<file path="src/rtl/ucs_pkg.sv">
package ucs_pkg;

    localparam int UOP_W  = 7;
    localparam int LAST_B = 7;

    typedef enum logic [UOP_W-1:0] {
        UOP_NOP    = 7'd0,
        UOP_CALL   = 7'd1,
        UOP_LD_PC  = 7'd2,
        UOP_LD_ADR = 7'd3,
        UOP_LD_Q   = 7'd4,
        UOP_LD_A   = 7'd5,
        UOP_LD_X   = 7'd6,
        UOP_LD_Y   = 7'd7,
        UOP_ST_PC  = 7'd8,
        UOP_ST_ADR = 7'd9,
        UOP_ST_MEM = 7'd10,
        UOP_ST_A   = 7'd11,
        UOP_ST_X   = 7'd12,
        UOP_ST_Y   = 7'd13,
        UOP_INC    = 7'd14,
        UOP_DEC    = 7'd15,
        UOP_ADD    = 7'd16,
        UOP_SHL    = 7'd17,
        UOP_OR     = 7'd18
    } uop_e;

    typedef enum logic [3:0] {
        ST_FETCH,
        ST_WAIT_MEM,
        ST_LATCH,
        ST_WAIT_IDX,
        ST_READ_IDX,
        ST_UFETCH,
        ST_EXEC,
        ST_CALL_FETCH,
        ST_CALL_JUMP
    } state_e;

    typedef enum logic [2:0] {
        OS_HOLD,
        OS_PUSH,
        OS_POP,
        OS_POP2_PUSH,
        OS_REPLACE
    } os_cmd_e;

endpackage

</file>
<file path="src/rtl/ucs_alu.sv">
module ucs_alu
    import ucs_pkg::*;
#(
    parameter int W     = 16,
    parameter int SHIFT = 8
) (
    input  uop_e           uop,
    input  logic [W-1:0]   tos,
    input  logic [W-1:0]   nos,
    output logic [W-1:0]   res
);

    always_comb begin
        case (uop)
            UOP_INC: res = tos + W'(1);
            UOP_DEC: res = tos - W'(1);
            UOP_ADD: res = nos + tos;
            UOP_OR:  res = nos | tos;
            UOP_SHL: res = tos << SHIFT;
            default: res = tos;
        endcase
    end

endmodule

</file>
<file path="src/rtl/ucs_opstack.sv">
module ucs_opstack
    import ucs_pkg::*;
#(
    parameter int W     = 16,
    parameter int DEPTH = 4
) (
    input  logic          clk,
    input  logic          rst_n,
    input  os_cmd_e       cmd,
    input  logic [W-1:0]  wr_val,
    output logic [W-1:0]  tos,
    output logic [W-1:0]  nos
);

    localparam int PW = $clog2(DEPTH);

    typedef struct packed {
        logic [DEPTH-1:0][W-1:0] ent;
        logic [PW-1:0]           sp;
    } os_t;

    os_t s_q, s_d;

    logic [PW-1:0] i_top, i_sec;

    always_comb begin
        i_top = s_q.sp - PW'(1);
        i_sec = s_q.sp - PW'(2);
        tos   = s_q.ent[i_top];
        nos   = s_q.ent[i_sec];
    end

    always_comb begin
        s_d = s_q;
        case (cmd)
            OS_PUSH: begin
                s_d.ent[s_q.sp] = wr_val;
                s_d.sp          = s_q.sp + PW'(1);
            end
            OS_POP: begin
                s_d.sp = i_top;
            end
            OS_POP2_PUSH: begin
                s_d.ent[i_sec] = wr_val;
                s_d.sp         = i_top;
            end
            OS_REPLACE: begin
                s_d.ent[i_top] = wr_val;
            end
            default: ;
        endcase
    end

    always_ff @(posedge clk or negedge rst_n) begin
        if (!rst_n) s_q <= '0;
        else        s_q <= s_d;
    end

    // a pushed value is the new top
    p_push_top_r5: assert property (@(posedge clk) disable iff (!rst_n)
        cmd == OS_PUSH |=> tos == $past(wr_val));

    // an in-place operation rewrites the top only
    p_replace_top_r6: assert property (@(posedge clk) disable iff (!rst_n)
        cmd == OS_REPLACE |=> tos == $past(wr_val) && nos == $past(nos));

    // a two-operand result sits on top, over the entry that was third
    p_pop2_top_r6: assert property (@(posedge clk) disable iff (!rst_n)
        cmd == OS_POP2_PUSH |=> tos == $past(wr_val));

endmodule

</file>
<file path="src/rtl/ucs_retstack.sv">
module ucs_retstack #(
    parameter int W     = 9,
    parameter int DEPTH = 2
) (
    input  logic          clk,
    input  logic          rst_n,
    input  logic          push,
    input  logic          pop,
    input  logic [W-1:0]  wr_val,
    output logic [W-1:0]  top,
    output logic          empty
);

    localparam int CW = $clog2(DEPTH + 1);
    localparam int IW = $clog2(DEPTH);

    typedef struct packed {
        logic [DEPTH-1:0][W-1:0] ent;
        logic [CW-1:0]           cnt;
    } rs_t;

    rs_t s_q, s_d;

    logic [IW-1:0] i_top;

    always_comb begin
        i_top = IW'(s_q.cnt - CW'(1));
        empty = (s_q.cnt == '0);
        top   = empty ? s_q.ent[0] : s_q.ent[i_top];
    end

    always_comb begin
        s_d = s_q;
        if (push) begin
            if (s_q.cnt < CW'(DEPTH)) s_d.ent[IW'(s_q.cnt)] = wr_val;
            s_d.cnt = s_q.cnt + CW'(1);
        end else if (pop && !empty) begin
            s_d.cnt = s_q.cnt - CW'(1);
        end
    end

    always_ff @(posedge clk or negedge rst_n) begin
        if (!rst_n) s_q <= '0;
        else        s_q <= s_d;
    end

    // a saved return point is visible on top at the next cycle
    p_push_top_r9: assert property (@(posedge clk) disable iff (!rst_n)
        push |=> !empty && top == $past(wr_val));

    // push and pop are never requested together
    p_excl_r9: assert property (@(posedge clk) disable iff (!rst_n)
        !(push && pop));

endmodule

</file>
<file path="src/rtl/ucode_stack_engine.sv">
module ucode_stack_engine
    import ucs_pkg::*;
#(
    parameter int          ADDR_W   = 16,
    parameter int          DATA_W   = 8,
    parameter int          OS_DEPTH = 4,
    parameter int          RS_DEPTH = 2,
    parameter logic [15:0] RESET_PC = 16'h0200
) (
    input  logic              clk,
    input  logic              rst_n,
    output logic [15:0]       mem_addr,
    output logic [7:0]        mem_wdata,
    output logic              mem_we,
    input  logic [7:0]        mem_rdata,
    output logic [8:0]        rom_addr,
    input  logic [7:0]        rom_data,
    output logic [7:0]        acc_o,
    output logic [7:0]        x_o,
    output logic [7:0]        y_o,
    output logic [15:0]       pc_o
);

    localparam int UADDR_W = DATA_W + 1;

    typedef struct packed {
        state_e              st;
        logic [ADDR_W-1:0]   pc;
        logic [ADDR_W-1:0]   adr;
        logic [DATA_W-1:0]   acc;
        logic [DATA_W-1:0]   xr;
        logic [DATA_W-1:0]   yr;
        logic [DATA_W-1:0]   op;
        logic [UADDR_W-1:0]  upc;
    } regs_t;

    regs_t r_q, r_d;

    uop_e                uop;
    logic                last;
    os_cmd_e             os_cmd;
    logic [ADDR_W-1:0]   os_wr, tos, nos, alu_res;
    logic                rs_push, rs_pop, rs_empty;
    logic [UADDR_W-1:0]  rs_wr, rs_top;
    logic                we_d;
    logic [DATA_W-1:0]   wdata_d;

    assign uop  = uop_e'(rom_data[UOP_W-1:0]);
    assign last = rom_data[LAST_B];

    ucs_opstack #(.W(ADDR_W), .DEPTH(OS_DEPTH)) u_os (
        .clk    (clk),
        .rst_n  (rst_n),
        .cmd    (os_cmd),
        .wr_val (os_wr),
        .tos    (tos),
        .nos    (nos)
    );

    ucs_retstack #(.W(UADDR_W), .DEPTH(RS_DEPTH)) u_rs (
        .clk    (clk),
        .rst_n  (rst_n),
        .push   (rs_push),
        .pop    (rs_pop),
        .wr_val (rs_wr),
        .top    (rs_top),
        .empty  (rs_empty)
    );

    ucs_alu #(.W(ADDR_W), .SHIFT(DATA_W)) u_alu (
        .uop (uop),
        .tos (tos),
        .nos (nos),
        .res (alu_res)
    );

    always_comb begin
        r_d     = r_q;
        os_cmd  = OS_HOLD;
        os_wr   = '0;
        rs_push = 1'b0;
        rs_pop  = 1'b0;
        rs_wr   = '0;
        we_d    = 1'b0;
        wdata_d = '0;

        case (r_q.st)
            ST_FETCH:    r_d.st = ST_WAIT_MEM;
            ST_WAIT_MEM: r_d.st = ST_LATCH;
            ST_LATCH: begin
                r_d.op = mem_rdata;
                r_d.pc = r_q.pc + ADDR_W'(1);
                r_d.st = ST_WAIT_IDX;
            end
            ST_WAIT_IDX: r_d.st = ST_READ_IDX;
            ST_READ_IDX: begin
                r_d.upc = {1'b1, rom_data};
                r_d.st  = ST_UFETCH;
            end
            ST_UFETCH: r_d.st = ST_EXEC;
            ST_EXEC: begin
                r_d.upc = r_q.upc + UADDR_W'(1);
                r_d.st  = ST_UFETCH;
                case (uop)
                    UOP_CALL: begin
                        r_d.st = ST_CALL_FETCH;
                        if (!last) begin
                            rs_push = 1'b1;
                            rs_wr   = r_q.upc + UADDR_W'(2);
                        end
                    end
                    UOP_LD_PC:  begin os_cmd = OS_PUSH; os_wr = r_q.pc; end
                    UOP_LD_ADR: begin os_cmd = OS_PUSH; os_wr = r_q.adr; end
                    UOP_LD_Q:   begin os_cmd = OS_PUSH; os_wr = ADDR_W'(mem_rdata); end
                    UOP_LD_A:   begin os_cmd = OS_PUSH; os_wr = ADDR_W'(r_q.acc); end
                    UOP_LD_X:   begin os_cmd = OS_PUSH; os_wr = ADDR_W'(r_q.xr); end
                    UOP_LD_Y:   begin os_cmd = OS_PUSH; os_wr = ADDR_W'(r_q.yr); end
                    UOP_ST_PC:  begin os_cmd = OS_POP; r_d.pc  = tos; end
                    UOP_ST_ADR: begin os_cmd = OS_POP; r_d.adr = tos; end
                    UOP_ST_MEM: begin
                        os_cmd  = OS_POP;
                        we_d    = 1'b1;
                        wdata_d = tos[DATA_W-1:0];
                    end
                    UOP_ST_A:   begin os_cmd = OS_POP; r_d.acc = tos[DATA_W-1:0]; end
                    UOP_ST_X:   begin os_cmd = OS_POP; r_d.xr  = tos[DATA_W-1:0]; end
                    UOP_ST_Y:   begin os_cmd = OS_POP; r_d.yr  = tos[DATA_W-1:0]; end
                    UOP_INC, UOP_DEC, UOP_SHL: begin
                        os_cmd = OS_REPLACE;
                        os_wr  = alu_res;
                    end
                    UOP_ADD, UOP_OR: begin
                        os_cmd = OS_POP2_PUSH;
                        os_wr  = alu_res;
                    end
                    default: ;
                endcase
                if (last && uop != UOP_CALL) begin
                    if (rs_empty) begin
                        r_d.st = ST_FETCH;
                    end else begin
                        rs_pop  = 1'b1;
                        r_d.upc = rs_top;
                    end
                end
            end
            ST_CALL_FETCH: r_d.st = ST_CALL_JUMP;
            ST_CALL_JUMP: begin
                r_d.upc = {1'b1, rom_data};
                r_d.st  = ST_UFETCH;
            end
            default: r_d.st = ST_FETCH;
        endcase
    end

    always_ff @(posedge clk or negedge rst_n) begin
        if (!rst_n) begin
            r_q     <= '0;
            r_q.st  <= ST_FETCH;
            r_q.pc  <= ADDR_W'(RESET_PC);
        end else begin
            r_q <= r_d;
        end
    end

    always_comb begin
        mem_addr  = (r_q.st == ST_FETCH || r_q.st == ST_WAIT_MEM) ? r_q.pc : r_q.adr;
        mem_we    = we_d;
        mem_wdata = wdata_d;
        rom_addr  = (r_q.st == ST_WAIT_IDX) ? {1'b0, r_q.op} : r_q.upc;
        acc_o     = r_q.acc;
        x_o       = r_q.xr;
        y_o       = r_q.yr;
        pc_o      = r_q.pc;
    end

    // first cycle out of reset starts an opcode fetch at the reset PC
    p_reset_pc_r1: assert property (@(posedge clk) disable iff (!rst_n)
        $rose(rst_n) |-> pc_o == RESET_PC && !mem_we);

    // a memory write strobe lasts one cycle
    p_we_pulse_r7: assert property (@(posedge clk) disable iff (!rst_n)
        mem_we |=> !mem_we);

    // every execute cycle follows a ROM fetch cycle
    p_exec_after_fetch_r4: assert property (@(posedge clk) disable iff (!rst_n)
        r_q.st == ST_EXEC |-> $past(r_q.st) == ST_UFETCH);

    // the opcode latch step advances the PC by one
    p_pc_step_r2: assert property (@(posedge clk) disable iff (!rst_n)
        r_q.st == ST_WAIT_IDX |-> pc_o == $past(pc_o) + 16'd1);

    // a no-op disturbs no visible register
    p_nop_quiet_r12: assert property (@(posedge clk) disable iff (!rst_n)
        (r_q.st == ST_EXEC && uop == UOP_NOP && !last)
        |=> $stable(acc_o) && $stable(x_o) && $stable(y_o) && $stable(pc_o));

endmodule

</file>
<file path="config.mk">
export PLATFORM = sky130hd
export DESIGN_NAME = ucode_stack_engine
export DESIGN_NICKNAME = d
export VERILOG_FILES = /design/src/rtl/ucs_pkg.sv /design/src/rtl/ucs_alu.sv /design/src/rtl/ucs_opstack.sv /design/src/rtl/ucs_retstack.sv /design/src/rtl/ucode_stack_engine.sv
export SDC_FILE = /design/constraint.sdc
export NUM_CORES = 1
export LEC_CHECK = 0
export ABC_AREA = 0
export BUFFER_PORTS_ARGS = -buffer_cell sky130_fd_sc_hd__buf_4
export CELL_PAD_IN_SITES_DETAIL_PLACEMENT = 1
export CELL_PAD_IN_SITES_GLOBAL_PLACEMENT = 2
export CORE_ASPECT_RATIO = 2
export CORE_MARGIN = 2
export CORE_UTILIZATION = 35
export CTS_CLUSTER_DIAMETER = 200
export DETAILED_ROUTE_END_ITERATION = 10
export GPL_TIMING_DRIVEN = 0
export PLACE_DENSITY_LB_ADDON = 0.1
export SYNTH_ARGS = -nofsm -noshare
export SYNTH_HDL_FRONTEND = slang
export SYNTH_SLANG_ARGS = --single-unit
</file>
<file path="constraint.sdc">
create_clock -name clk -period 13.17 [get_ports clk]
set_clock_uncertainty 0.1 [all_clocks]
set_input_delay 1.9755 -clock clk [delete_from_list [all_inputs] [get_ports clk]]
set_output_delay 1.9755 -clock clk [all_outputs]
set_load 0.01 [all_outputs]
</file>
==> results.cfg, run 1 <==
[clocking]
post-cts-setup-buffer-count = 0
htreeDepth = 4
clkSlewWorstSetupHoldPaths_ns = 0.07
cts.sinks = 163
clock_path_buffers = 2
cts_hold_buf = 0
tritoncts = yes
cts_buffers = 17
clock_latency_ns = 0.47
ctsResizeCount = 0
cts-root-buf = clkbuf_16

[layout]
final_area_mm2 = 0.0122
fin_nets = 1178
area_delta_synth_final_pct = 17.3
diodes = 0
final_layout_size_suffix_gt1_share_pct = 28.9

[critical_path]
start_kind = register
cp_max_fo = 10
critPathBufInv = 6
crit_type = reg2reg
cp.arrival_ns = 7.82
crit_chain = clkbuf_1, buf_1, inv_1, ha_1, buf_2, buf_2, mux2_2, o21ai_0, inv_1, ha_1, a21oi_1, a21oi_1, nor4_1, o311ai_0, nand4_1, or3b_1, mux2_1
critPathRequiredTime_ns = 13.42
critPathCaptureType = register
max_stage_delay_ns = 0.92
crit_family = buffers and inverters
slowest_stage = o21ai_0

[global_routing]
grt.total_usage_pct = 26.4
antenna_found_initial = 0
grt_remaining_overflow = 0
grt_start_max_net_pins = 88
grt_pass1_wl_mm = 60.6
grt_pass1_vias = 9329

[logic_synthesis]
yosys.area.top_type = dfrtp_1
syn-cell-area_mm2 = 0.0104
post-synth-top-count-cell = dfrtp_1
async_flop_share_pct = 100
synth_common_cells = dfrtp_1, o21ai_0, nand2_1
synth_cell_types = 82
synth-seq-cells = 163
ys_seq_area_share_pct = 39.1
syn_avg_cell_area_um2 = 10.2
ys.flop_type = dfrtp_1
synthCells = 1019
synth_edf_count = 0
yosysTopAreaCellShare_pct = 38.9
synth.top_cells.by_area = dfrtp_1, mux2_2, mux4_2, o21ai_0, ha_1
synth_nets = 1067
synth-warning-count = 0

[sta]
max_freq_ghz = 0.132
setup_tns_ns = 0
rsz0062_at_grt = no
finalCritPeriodShare_pct = 57.4
worstMarginPinSlew_ns = 1.38
maxSlewHeadroom_pct = 7.26
finalHoldViolCount = 0
setup_viol = 0
finalMaxSlewViolations = 0
fin_crit_ns = 7.57

[min_path]
min_path_type = reg2reg

[floorplanning]
row_count = 89
die-area_mm2 = 0.0313
ios = 92
dieWidth_um = 126
start_util_pct = 35.5
coreArea_mm2 = 0.0294
die_h_um = 248

[place]
gp_routability_congestion = 0.829
place_hpwl_mm = 32.2
placed_cell_area_mm2 = 0.0116
port_buffers = 88

[pwr]
pwr_density_cell_mw_per_mm2 = 169
ir_worst_vdd_v = 0.0000979
p_total_mw = 2.07
p_leak_nw = 5.74

[drt]
ant_nets = 0
num_vias = 8751
routedWlPerCell_um = 26.8
viasPerCell = 5.81
dr.pass1.iters = 5
drtIter0Drc = 347
drc = 0
drt_wl_total_mm = 40.4

[flow_run]
drv_cap = 0

[outcome]
status = finished clean
==> worst paths after layout <==
kind	from	depth (start not counted)	to	slack, ns
hold / removal	u_rs.s_q[18]	2	u_rs.s_q[18]	0.38
setup / recovery	u_os.s_q[1]	17	u_os.s_q[33]	5.60
min in group asynchronous	rst_n	1	r_q[12]	1.34
hold reg to reg	u_rs.s_q[18]	2	u_rs.s_q[18]	0.38
setup reg to reg	u_os.s_q[1]	17	u_os.s_q[33]	5.60
max in group asynchronous	rst_n	2	pc_o[9]	10.71
==> per-stage QoR <==
step	std cells	hold slack, ns	utilization (%)	worst slack [ns]
6_report	1507	0.376	41.6	5.60
5_1_grt	1507	0.407	41.6	5.16
4_1_cts	1506	0.380	41.6	5.52
3_5_place_dp	1474	0.363	39.5	5.53
3_3_place_gp	1471	0.357	39.3	5.58
2_1_floorplan	1019	0.342	-	7.65
==> cell type report <==
cell class,count,area [um2]
fillers,3309,17200
flip-flops and latches,163,4080
multi-input cells,734,5690
clock inverters,13,150
clock buffers,19,453
well taps,364,455
plain buffers,104,618
repair buffers,92,726
inverters,18,67.6
==> registers in the layout, indices dropped and copies added, names as in the netlist <==
signal	count
acc_o	8
pc_o	16
x_o	8
u_os.s_q	66
y_o	8
u_rs.s_q	20
r_q	37
==> cells by family after synthesis <==
kind of cell,synth area share (%)
compound gates,18.7
mux,17.1
simple gates,13.0
buf+inv,6.57
xor+xnor,1.85
flops,39.1
fa+ha+maj,3.67
==> tightest hold or removal path, cell delays in order, from the launching register on <==
cell and delay (ns):
dfrtp_1 0.34, nand2_1 0.04, o21ai_0 0.06
==> metal layers <==
metal,up-vias,track usage (%),wire length [um]
met5,-,0,0
met4,0,14.9,2270
met3,88,3.11,993
met2,194,51.5,23200
met1,4490,26.6,13900
li1,3979,-,-
==> layout by cell type, fill, tap and decap left out, types with 5 or more instances in the layout <==
| cell type | count |
|---|---|
| nand2_1 | 88 |
| buf_6 | 6 |
| mux2i_1 | 13 |
| buf_4 | 134 |
| nand2b_1 | 6 |
| o21ai_0 | 90 |
| mux2_2 | 71 |
| o21ai_1 | 5 |
| dfrtp_1 | 162 |
| xnor2_1 | 10 |
| nor3_1 | 9 |
| a222oi_1 | 6 |
| clkbuf_1 | 33 |
| nand3_1 | 32 |
| mux4_2 | 33 |
| a22oi_1 | 8 |
| ha_1 | 29 |
| a221o_1 | 8 |
| o211ai_1 | 5 |
| a31oi_1 | 9 |
| nor2_1 | 51 |
| inv_1 | 16 |
| o22ai_1 | 10 |
| xor2_1 | 12 |
| nor2b_1 | 12 |
| and3_1 | 18 |
| a21o_1 | 18 |
| clkbuf_16 | 17 |
| a21oi_1 | 46 |
| nand4_1 | 6 |
| a211oi_1 | 12 |
| mux2_4 | 7 |
| and2_1 | 13 |
| buf_2 | 17 |
| a22o_1 | 35 |
==> power breakdown <==
group / internal [mW] / switching [mW]
Combinational: 0.353 / 0.543
Sequential: 0.563 / 0.0855
Clock: 0.293 / 0.236
Power figures use the tool's default switching activity.
==> inputs of run 2 (changes only) <==
==> constraint.sdc (replaced) <==
create_clock -name clk -period 7.5 [get_ports clk]
set_clock_uncertainty 0.1 [all_clocks]
set_input_delay 1.125 -clock clk [delete_from_list [all_inputs] [get_ports clk]]
set_output_delay 1.125 -clock clk [all_outputs]
set_load 0.01 [all_outputs]
==> results.cfg, run 2 (synthesized netlist as in run 1, its figures left out) <==
[pwr]
p_leak_nw = 5.75
ir_worst_vdd_v = 0.000171
p_total_mw = 3.64
pwr_density_cell_mw_per_mm2 = 297

[outcome]
status = finished clean

[floorplanning]
row_count = 89
dieWidth_um = 126
coreArea_mm2 = 0.0294
die-area_mm2 = 0.0313
die_h_um = 248
ios = 92
start_util_pct = 35.5

[layout]
largest_register = u_os.s_q
fill_cells = 3310
area_delta_synth_final_pct = 17.3
final_layout_size_suffix_gt1_share_pct = 29.0
final_common_cell = dfrtp_1
mostFrequentLayoutCells = dfrtp_1, buf_4, o21ai_0, nand2_1, mux2_2
final_cells = 1507
fin_nets = 1178
diodes = 0
largest_reg_flops = 66
final_area_mm2 = 0.0122
largest_registers = u_os.s_q: 66 flops, r_q: 37 flops, u_rs.s_q: 20 flops

[critical_path]
critPathMostFrequentCell = buf_2
cp_max_fo = 10
cp.arrival_ns = 7.25
critPathBufInv = 7
critPathCaptureType = register
reg2reg_slack_ns = 0.47
max_stage_delay_ns = 0.64
crit_type = reg2reg
crit_family = buffers and inverters
start_kind = register
slowest_stage = o41ai_1
critPathRequiredTime_ns = 7.71
crit_chain = clkbuf_1, clkbuf_2, inv_1, ha_1, buf_2, buf_2, buf_2, mux2i_1, nand2_1, o21ai_1, inv_1, ha_1, nor2b_1, o31a_1, o41ai_1, a211oi_1, o2111a_1, a311oi_1, a2bb2oi_1

[place]
placed_cell_area_mm2 = 0.0116
dp_cells = 1474
gp_routability_congestion = 0.829
place_hpwl_mm = 32.2
port_buffers = 88

[clocking]
cts_buffers = 17
cts_hold_buf = 0
tritoncts = yes
clkSlewWorstSetupHoldPaths_ns = 0.07
clock_path_buffers = 2
cts-root-buf = clkbuf_16
htreeDepth = 4
clock_latency_ns = 0.47
post-cts-setup-buffer-count = 0
cts.sinks = 163

[sta]
maxSlewHeadroom_pct = 8.57
max_freq_ghz = 0.142
rsz0062_at_grt = no
fin_crit_ns = 7.03
finalMaxSlewViolations = 0
worstMarginPinSlew_ns = 1.36
finalHoldViolCount = 0
finalCritPeriodShare_pct = 93.8
whs_ns = 0.376
setup_viol = 0

[global_routing]
antenna_found_initial = 0
grt.total_usage_pct = 26.4
grt_remaining_overflow = 0
grt_pass1_vias = 9329
grt_start_max_net_pins = 88
grt_pass1_wl_mm = 60.6

[min_path]
min_path_type = reg2reg

[drt]
num_vias = 8753
routedWlPerCell_um = 26.8
drtIter0Drc = 342
viasPerCell = 5.81
drc = 0
drt_wl_total_mm = 40.4
ant_nets = 0
dr.pass1.iters = 5

[flow_run]
drv_cap = 0
-- run 2: cell types whose count changed in the layout (fill, tap and decap cells not counted) --
cell	delta
clkbuf_2	+1
buf_1	-1
o21ai_1	+1
o21ai_0	-1
-- run 2: worst min-delay path: cells and delay by family, from the launching register on --
family / cells / cell delay, ns
DFF: 1 / 0.34
and+or+nand+nor: 1 / 0.04
AOI/OAI and AO/OA: 1 / 0.06
-- run 2: path summary, 6_finish.rpt --
| kind | from | to | cells after the start |
|---|---|---|---|
| worst max register to register | u_os.s_q[1] | u_os.s_q[48] | 19 |
| worst min-delay path | u_rs.s_q[18] | u_rs.s_q[18] | 2 |
| worst min register to register | u_rs.s_q[18] | u_rs.s_q[18] | 2 |
| min in group asynchronous | rst_n | r_q[12] | 1 |
| max in group asynchronous | rst_n | pc_o[9] | 2 |
| worst max-delay path | u_os.s_q[1] | u_os.s_q[48] | 19 |
-- run 2: power by group --
group          switching [mW]  internal, mW
clock network           0.413         0.514
logic                   0.953         0.621
registers               0.152         0.989
-- run 2: through the flow --
stage / util (%) / setup slack, ns / TNS [ns]
after floorplan: - / 2.56 / 0
after global placement: 39.3 / -0.0855 / -0.556
after detailed placement: 39.5 / -0.139 / -0.729
after CTS: 41.6 / 0.00717 / 0
after global routing: 41.6 / 0.0839 / 0
final: 41.6 / 0.466 / 0
-- run 2: what timing repair did --
action / CTS / global route
endpoints found under the setup margin: 11 / 11
resized for setup: 1 / 1
cloned: 0 / 0
-- run 2: final cells by class --
| type | instances | area, um2 | area share [%] |
|---|---|---|---|
| inverter | 18 | 67.6 | 0.552 |
| buffer | 104 | 619 | 5.06 |
| multi-input combinational | 734 | 5690 | 46.5 |
| timing repair buffer | 92 | 726 | 5.93 |
| sequential | 163 | 4080 | 33.3 |
| clock buffer | 19 | 453 | 3.70 |
| tap | 364 | 455 | 3.72 |
| clock inverter | 13 | 150 | 1.23 |
-- run 2: metal layers --
layer  track usage (%)  up-vias  part of all wire (%)  wire length (um)
li1                  -     3977                     -                 -
met1              26.6     4479                    34             13900
met2              51.5      200                    57             23200
met3              3.11       97                   2.5               997
met4              14.9        0                   5.8              2350
met5                 0        -                     0                 0
==> inputs of run 3 (changes only) <==
--- a/config.mk
+++ b/config.mk
@@ -7,6 +7,7 @@
 export LEC_CHECK = 0
 export ABC_AREA = 0
 export BUFFER_PORTS_ARGS = -buffer_cell sky130_fd_sc_hd__buf_4
+export CAP_MARGIN = 25
 export CELL_PAD_IN_SITES_DETAIL_PLACEMENT = 1
 export CELL_PAD_IN_SITES_GLOBAL_PLACEMENT = 2
 export CORE_ASPECT_RATIO = 2
==> constraint.sdc (replaced) <==
create_clock -name clk -period 7.5 [get_ports clk]
set_clock_uncertainty 0.1 [all_clocks]
set_input_delay 1.5 -clock clk [delete_from_list [all_inputs] [get_ports clk]]
set_output_delay 1.5 -clock clk [all_outputs]
set_load 0.01 [all_outputs]
==> results.cfg, run 3 (synthesized netlist as in run 1, its figures left out) <==
[outcome]
status = finished clean

[layout]
largest_registers = u_os.s_q: 66 flops, r_q: 37 flops, u_rs.s_q: 20 flops
area_delta_synth_final_pct = 17.7
final_util_pct = 41.8
largest_reg_flops = 66
final_common_cell = dfrtp_1
mostFrequentLayoutCells = dfrtp_1, buf_4, o21ai_0, nand2_1, mux2_2
final_cells = 1513
final_area_mm2 = 0.0123
largest_register = u_os.s_q
fill_cells = 3307
fin_nets = 1183
final_layout_size_suffix_gt1_share_pct = 29.2

[floorplanning]
coreArea_mm2 = 0.0294
row_count = 89
ios = 92
start_util_pct = 35.5
die-area_mm2 = 0.0313
die_h_um = 248
dieWidth_um = 126

[sta]
rsz0062_at_grt = no
finalMaxSlewViolations = 0
max_freq_ghz = 0.143
finalHoldViolCount = 0
fin_crit_ns = 7.00
setup_ws_ns = 0.500
setup_viol = 0
finalCritPeriodShare_pct = 93.3
setup_tns_ns = 0
maxSlewHeadroom_pct = 30.6
worstMarginPinSlew_ns = 1.04

[pwr]
pwr_density_cell_mw_per_mm2 = 299
p_int_mw = 2.15
p_leak_nw = 5.77
ir_worst_vdd_v = 0.000174
p_switching_mw = 1.52
pwr-share-clk_pct = 25.9
power_frac_comb_pct = 43.2
power_frac_seq_pct = 31.0
p_sw_share_pct = 41.4

[critical_path]
crit_chain = clkbuf_1, buf_1, inv_1, ha_1, buf_2, buf_2, buf_2, mux2i_1, nand2_1, o21ai_0, buf_4, inv_1, ha_1, a21oi_1, a21oi_1, nor4_1, o311ai_0, nand4_1, or3b_1, mux2_1
critPathBufInv = 8
cp_max_fo = 10
critPathMostFrequentCell = buf_2
critPathCaptureType = register
cp_num_cells = 20
cp.arrival_ns = 7.24
r2r_cells = 20
start_kind = register
timing.rr.start = u_os.s_q[1]
slowest_stage = buf_1
reg2reg_slack_ns = 0.50
critPathRequiredTime_ns = 7.74
crit_family = buffers and inverters
r2r-end = u_os.s_q[33]
crit_type = reg2reg
max_stage_delay_ns = 0.71

[clocking]
cts_hold_buf = 0
cts.sinks = 163
clock_latency_ns = 0.46
cts-root-buf = clkbuf_16
post-cts-setup-buffer-count = 0
clock_path_buffers = 2
cts_buffers = 17
clkSlewWorstSetupHoldPaths_ns = 0.08
htreeDepth = 4
tritoncts = yes
ctsResizeCount = 0

[place]
placed_cell_area_mm2 = 0.0117
dp_cells = 1480
place_ws_ns = 0.535
port_buffers = 88
place_hpwl_mm = 32.3
gp_routability_congestion = 0.829

[drt]
drc = 0
ant_nets = 0
dr.pass1.iters = 5
routedWlPerCell_um = 26.7
num_vias = 8721
viasPerCell = 5.76
drt_wl_total_mm = 40.3
drtIter0Drc = 373

[min_path]
min_from = u_rs.s_q[18]
hold_end = u_rs.s_q[18]
hold_depth = 2
min_path_type = reg2reg

[global_routing]
grt_pass1_vias = 9466
grt_remaining_overflow = 0
grt.total_usage_pct = 26.4
antenna_found_initial = 0
grt_start_max_net_pins = 88
grt_pass1_wl_mm = 60.9

[flow_run]
drv_cap = 0
## run 3: worst max path at each step
stage                     start           end  slack, ns
floorplan           u_os.s_q[1]  u_os.s_q[33]       2.56
global placement    u_os.s_q[1]  u_os.s_q[48]      -0.09
detailed placement  u_os.s_q[1]  u_os.s_q[33]       0.53
CTS                 u_os.s_q[1]  u_os.s_q[33]       0.48
global route        u_os.s_q[1]  u_os.s_q[48]       0.07
finish              u_os.s_q[1]  u_os.s_q[33]       0.50
## run 3: power groups by stage
stage	clock network (mW)	registers, mW	logic [mW]
floorplan	0	1.09	0.971
global placement	0	1.15	1.55
detailed placement	0	1.15	1.61
CTS	0.975	1.14	1.61
global route	1.01	1.16	1.71
finish	0.952	1.14	1.59
## run 3: tightest hold or removal path: stages, from the launching register on
cell and delay (ns):
dfrtp_1 0.34, nand2_1 0.04, o21ai_0 0.06
## run 3: per-stage QoR
step	hold WS [ns]	power, mW
2_1_floorplan	0.342	2.06
3_3_place_gp	0.357	2.70
3_5_place_dp	0.363	2.76
4_1_cts	0.381	3.73
5_1_grt	0.407	3.88
6_report	0.376	3.68
## run 3: layout make-up
class	instances	area, um2	area share, %
Clock buffer	17	425	3.46
Multi-Input combinational cell	734	5690	46.3
Antenna cell	1	2.50	0.0204
Inverter	18	67.6	0.550
Sequential cell	163	4080	33.2
Tap cell	364	455	3.71
Clock inverter	15	193	1.57
Timing Repair Buffer	97	756	6.15
Buffer	104	618	5.03
## run 3: layer usage
layer / part of all wire (%) / global-route usage (%) / vias up
met5: 0 / 0 / -
met4: 4.7 / 12.7 / 0
met3: 2.3 / 3.18 / 74
met2: 58 / 52.2 / 164
met1: 35 / 26.8 / 4496
li1: - / - / 3987
